### src/rtl/efd_pkg.sv
package efd_pkg;
  typedef enum logic [1:0] {
    ST_HUNT  = 2'd0,
    ST_CHECK = 2'd1,
    ST_LOCK  = 2'd2
  } efd_state_e;
endpackage

### src/rtl/efd_framer.sv
module efd_framer
  import efd_pkg::*;
#(
  parameter int PAY_W       = 10,
  parameter int LOCK_FRAMES = 2,
  localparam int FRAME_W    = PAY_W + 2,
  localparam int PW         = $clog2(FRAME_W),
  localparam int GW         = $clog2(LOCK_FRAMES + 1)
) (
  input  logic             clk,
  input  logic             rst_n,
  input  logic             bit_en,
  input  logic             ser_in,
  input  logic             sleep,
  output efd_state_e       state,
  output logic [PW-1:0]    pos,
  output logic             cand_hit,
  output logic             bnd_ok,
  output logic             bnd_bad,
  output logic [PAY_W-1:0] payload
);
  localparam logic [PW-1:0] LAST = PW'(FRAME_W - 1);

  logic [PAY_W:0] sh;
  logic [GW-1:0]  good;
  logic           active, bnd_chk;

  function automatic logic [PW-1:0] step_pos(input logic [PW-1:0] p);
    return (p == LAST) ? '0 : p + 1'b1;
  endfunction

  // sh[0] holds the stop slot, sh[PAY_W] the first payload bit received
  function automatic logic [PAY_W-1:0] unpack(input logic [PAY_W:0] s);
    logic [PAY_W-1:0] r;
    for (int i = 0; i < PAY_W; i++) r[i] = s[PAY_W - i];
    return r;
  endfunction

  assign active   = bit_en && !sleep;
  assign cand_hit = active && (state == ST_HUNT) && !sh[0] && ser_in;
  assign bnd_chk  = active && (state != ST_HUNT) && (pos == LAST);
  assign bnd_ok   = bnd_chk && !sh[0] && ser_in;
  assign bnd_bad  = bnd_chk && !bnd_ok;
  assign payload  = unpack(sh);

  always_ff @(posedge clk or negedge rst_n) begin
    if (!rst_n) begin
      state <= ST_HUNT;
      pos   <= '0;
      good  <= '0;
      sh    <= '0;
    end else if (sleep) begin
      state <= ST_HUNT;
      pos   <= '0;
      good  <= '0;
    end else if (bit_en) begin
      sh <= {sh[PAY_W-1:0], ser_in};
      unique case (state)
        ST_HUNT: if (cand_hit) begin
          state <= ST_CHECK;
          pos   <= '0;
          good  <= '0;
        end
        default: begin
          pos <= step_pos(pos);
          if (bnd_bad) begin
            state <= ST_HUNT;
          end else if (bnd_ok && state == ST_CHECK) begin
            if (good == GW'(LOCK_FRAMES - 1)) state <= ST_LOCK;
            else                              good  <= good + 1'b1;
          end
        end
      endcase
    end
  end
endmodule

### src/rtl/efd_outstage.sv
module efd_outstage #(
  parameter int PAY_W    = 10,
  localparam int FRAME_W = PAY_W + 2,
  localparam int PW      = $clog2(FRAME_W),
  localparam int HALF    = FRAME_W / 2
) (
  input  logic             clk,
  input  logic             rst_n,
  input  logic             active,
  input  logic             edge_sel,
  input  logic             locked,
  input  logic [PW-1:0]    pos,
  input  logic             bnd_ok,
  input  logic [PAY_W-1:0] payload,
  output logic [PAY_W-1:0] pdata,
  output logic             rclk,
  output logic             fall_evt
);
  logic [PAY_W-1:0] stage;
  logic             stvld;
  logic             cap_evt;

  assign cap_evt  = bnd_ok && locked;
  assign fall_evt = active && locked && (pos == PW'(HALF - 1));
  assign rclk     = locked && (pos < PW'(HALF));

  always_ff @(posedge clk or negedge rst_n) begin
    if (!rst_n) begin
      pdata <= '0;
      stage <= '0;
      stvld <= 1'b0;
    end else if (!locked) begin
      stvld <= 1'b0;
    end else if (cap_evt) begin
      if (!edge_sel) pdata <= payload;
      else begin
        stage <= payload;
        stvld <= 1'b1;
      end
    end else if (fall_evt && edge_sel && stvld) begin
      pdata <= stage;
      stvld <= 1'b0;
    end
  end
endmodule

### src/rtl/efd_padctl.sv
module efd_padctl (
  input  logic sleep,
  input  logic out_en,
  output logic data_oe,
  output logic rclk_oe,
  output logic lock_oe
);
  assign lock_oe = !sleep;
  assign data_oe = !sleep && out_en;
  assign rclk_oe = !sleep && out_en;
endmodule

### src/rtl/efd_rx.sv
module efd_rx
  import efd_pkg::*;
#(
  parameter int PAY_W       = 10,
  parameter int LOCK_FRAMES = 2,
  localparam int FRAME_W    = PAY_W + 2,
  localparam int PW         = $clog2(FRAME_W)
) (
  input  logic             clk,
  input  logic             rst_n,
  input  logic             bit_en,
  input  logic             ser_in,
  input  logic             edge_sel,
  input  logic             sleep,
  input  logic             out_en,
  output logic [PAY_W-1:0] pdata_o,
  output logic             rclk_o,
  output logic             lock_o,
  output logic             data_oe,
  output logic             rclk_oe,
  output logic             lock_oe
);
  efd_state_e       state;
  logic [PW-1:0]    frame_pos;
  logic             cand_hit, bnd_ok, bnd_bad, fall_evt;
  logic [PAY_W-1:0] payload;

  efd_framer #(.PAY_W(PAY_W), .LOCK_FRAMES(LOCK_FRAMES)) u_framer (
    .clk(clk), .rst_n(rst_n), .bit_en(bit_en), .ser_in(ser_in), .sleep(sleep),
    .state(state), .pos(frame_pos), .cand_hit(cand_hit),
    .bnd_ok(bnd_ok), .bnd_bad(bnd_bad), .payload(payload)
  );

  assign lock_o = (state == ST_LOCK);

  efd_outstage #(.PAY_W(PAY_W)) u_out (
    .clk(clk), .rst_n(rst_n), .active(bit_en && !sleep), .edge_sel(edge_sel),
    .locked(lock_o), .pos(frame_pos), .bnd_ok(bnd_ok), .payload(payload),
    .pdata(pdata_o), .rclk(rclk_o), .fall_evt(fall_evt)
  );

  efd_padctl u_pad (
    .sleep(sleep), .out_en(out_en),
    .data_oe(data_oe), .rclk_oe(rclk_oe), .lock_oe(lock_oe)
  );
endmodule

### config.mk
export PLATFORM = sky130hd
export DESIGN_NAME = efd_rx
export DESIGN_NICKNAME = d
export VERILOG_FILES = /design/src/rtl/efd_pkg.sv /design/src/rtl/efd_framer.sv /design/src/rtl/efd_outstage.sv /design/src/rtl/efd_padctl.sv /design/src/rtl/efd_rx.sv
export SDC_FILE = /design/constraint.sdc
export NUM_CORES = 1
export LEC_CHECK = 0
export BUFFER_PORTS_ARGS = -buffer_cell sky130_fd_sc_hd__buf_2
export CAP_MARGIN = 20
export CORE_MARGIN = 2
export CORE_UTILIZATION = 40
export CTS_BUF_LIST = sky130_fd_sc_hd__clkbuf_16
export CTS_CLUSTER_SIZE = 30
export DETAILED_ROUTE_END_ITERATION = 6
export PLACE_DENSITY = 0.7
export SYNTH_ARGS = -nofsm -noshare
export SYNTH_HDL_FRONTEND = slang
export SYNTH_SLANG_ARGS = --single-unit
### constraint.sdc
create_clock -name clk -period 3.2 [get_ports clk]
set_input_delay 0.64 -clock clk [delete_from_list [all_inputs] [get_ports clk]]
set_output_delay 0.64 -clock clk [all_outputs]
set_load 0.05 [all_outputs]
==> out/results.txt <==
initial antenna violation count -> 0
DRT met1 WL -> 1432 um
Pleak -> 1.099 nW
Die ar. -> 0.005306 mm2
Final Critical Period -> 2.322 ns
drt pass-1 iters -> 4
post-synthesis cell area -> 0.001896 mm2
critical path class -> register to register
share of cells above drive strength 1 -> 0.4561
slew margin rel. -> 0.4229
IO buf count -> 21
outcome -> complete, no violations
Peak VDD IR -> 0.3200 mV
clk_lat worst skew -> 0.28 ns
CTS sink cnt -> 40
Cells after Synth -> 146
H-tree Lvls -> 2
n_diodes -> 0
top_reg_cell synth -> dfrtp_1
syn avg cell area -> 12.98 um2
commonest non-fill, non-tap cell in the layout -> dfrtp_1
Die H -> 72.84 um
RSZ-0062 raised after global routing -> false
Final nets -> 181
# IOs -> 22
Reg2Reg Depth -> 6
CTS tree -> done
commonest cells after routing, fill and taps aside -> dfrtp_1 (40), mux2_2 (31), buf_2 (21)
Routed Antenna Nets -> 0
Worst EP arrival -> 2.49 ns
Initial Util -> 0.4067
Power Density -> 550.4 mW/mm2
metal2 WL -> 1425 um
Worst R2R End -> u_out.pdata[9]
crit end category -> register
max_cap viols -> 0
fmax -> 430.7 MHz
# rows -> 25
initial drt markers -> 50
pins over their slew limit -> 0
pre-CTS setup slack -> 0.7309 ns
Post-CTS Setup Inserts -> 0
total CTS buffers -> 5
EDFF count, synth -> 0
Slew @ Worst Pin -> 0.8656 ns
R2R setup slack -> 0.88 ns
met3 WL -> 110 um
post-detail-place hpwl -> 2073 um
clock-pin slew on the worst setup and hold paths -> 0.06 ns
Root Driver -> clkbuf_16
fin util -> 0.4693
CTS hold repair buffers -> 0
pin count of the biggest net entering global routing -> 41
worst hold-check path type -> primary input to async pin
clk buf depth -> 2
overall routed net length -> 3047 um
Reg2Reg Launch Point -> u_framer.pos[1]
#FFs+latches synth -> 40
sequential fraction of the synthesis area -> 0.5281
CP Launch Type -> register
gr usage total -> 0.1384
Final Hold Fails -> 0
GRT overflow -> 0
drt wl/cell -> 13.54 um
Syn-to-layout area delta -> 15.38%
Core ar. -> 0.004661 mm2
Setup Viol. Count Final -> 0
Async SR Flop Fraction -> 1.000
Resized cells post-CTS -> 0
Final period util -> 0.7255
vias in the first global route -> 1206
first-pass GRT wire length -> 5547 um
highest routed metal layer -> met4
Synthesis Warnings -> 0
Netlist cell types -> 33
worst clock skew -> 0.004892 ns
setup slack after layout -> 0.8784 ns
Worst Path Max Fanout -> 10
setup TNS after final layout -> 0 ns
Synth Net Count -> 156
DR vias/cell -> 5.236
Chip Width -> 72.84 um
WP data required -> 3.37 ns
Vias -> 1178
Placer Congestion -> 0.7965
DR DRC count -> 0
[cell families (layout without fill, tap and decap cells)]
family | count (synthesis) | in the layout | share of synthesized area
AOI/OAI and AO/OA | 18 | 18 | 0.06733
adders and majority gates | 3 | 3 | 0.01980
buffers and inverters | 12 | 37 | 0.02970
DFF | 40 | 40 | 0.5281
muxes | 41 | 41 | 0.2634
and+or+nand+nor | 32 | 32 | 0.09176
[critical path, cell delays in order (launching register included)]
cell     delay, ns
dfrtp_1       0.42
ha_1          0.22
and3b_2       0.22
nand2_2       0.07
or3_1         0.63
mux2_4        0.39
mux2_2        0.26
[how the worst max path moves through the flow]
stage / start / to / slack, ns / cells after the start
2_1_floorplan: u_framer.state[0] / rclk_o / 0.74 / 2
3_3_place_gp: sleep / u_out.pdata[0] / 0.78 / 6
3_5_place_dp: sleep / u_out.pdata[9] / 0.73 / 6
4_1_cts: u_framer.pos[1] / u_out.pdata[9] / 0.88 / 6
5_1_grt: u_framer.pos[1] / u_out.pdata[8] / 0.75 / 6
6_report: u_framer.pos[1] / u_out.pdata[9] / 0.88 / 6
[area by class of cell]
| cell class | instances | area [um2] |
|---|---|---|
| multi-input combinational | 94 | 838.3 |
| timing repair buffer | 22 | 112.6 |
| clock inverter | 2 | 12.51 |
| tap | 54 | 67.56 |
| clock buffer | 5 | 125.1 |
| sequential | 40 | 1001 |
| fill | 421 | 2474 |
| inverter | 8 | 30.03 |
[per-layer routing]
layer | up-vias | global-route usage
li1 | 571 | -
met1 | 576 | 0.1814
met2 | 24 | 0.2091
met3 | 7 | 0.03729
met4 | 0 | 0.07407
met5 | - | 0
[cells in the mapped netlist, types with 2 or more instances]
cell type   n  area, um2
a211oi_1    2      15.01
nand3_1     4      20.02
ha_1        3      37.54
o21a_1      2      15.01
nor2_1      5      18.77
nand2b_1    2      12.51
or3_1       2      12.51
nor3_1      4      20.02
mux2_2     31      349.1
inv_1       8      30.03
mux2_4     10      150.1
o21ai_0     5      25.02
a21oi_1     2      10.01
o21ai_2     2      17.52
nand2_1     6      22.52
o221a_2     2      22.52
dfrtp_1    40       1001
[flip-flops by register name, indices dropped and copies added (netlist names)]
name,cells
u_out.stvld,1
u_out.stage,10
u_out.pdata,10
u_framer.good,2
u_framer.pos,4
u_framer.state,2
u_framer.sh,11
[through the flow]
step	instances	cell area [um2]	power, mW	hold WS (ns)
final	225	2187	1.204	0.4748
after global routing	225	2187	1.263	0.5149
after CTS	225	2187	1.222	0.5031
after detailed placement	218	2049	0.7465	0.4900
after global placement	218	2049	0.7416	0.4825
after floorplan	146	1896	0.7009	0.3444
[where the power goes]
group | switching, mW | internal [mW] | total [mW]
logic | 0.0480 | 0.0624 | 0.110
clock network | 0.187 | 0.282 | 0.469
registers | 0.0568 | 0.567 | 0.624
Power figures use the tool's default switching activity.
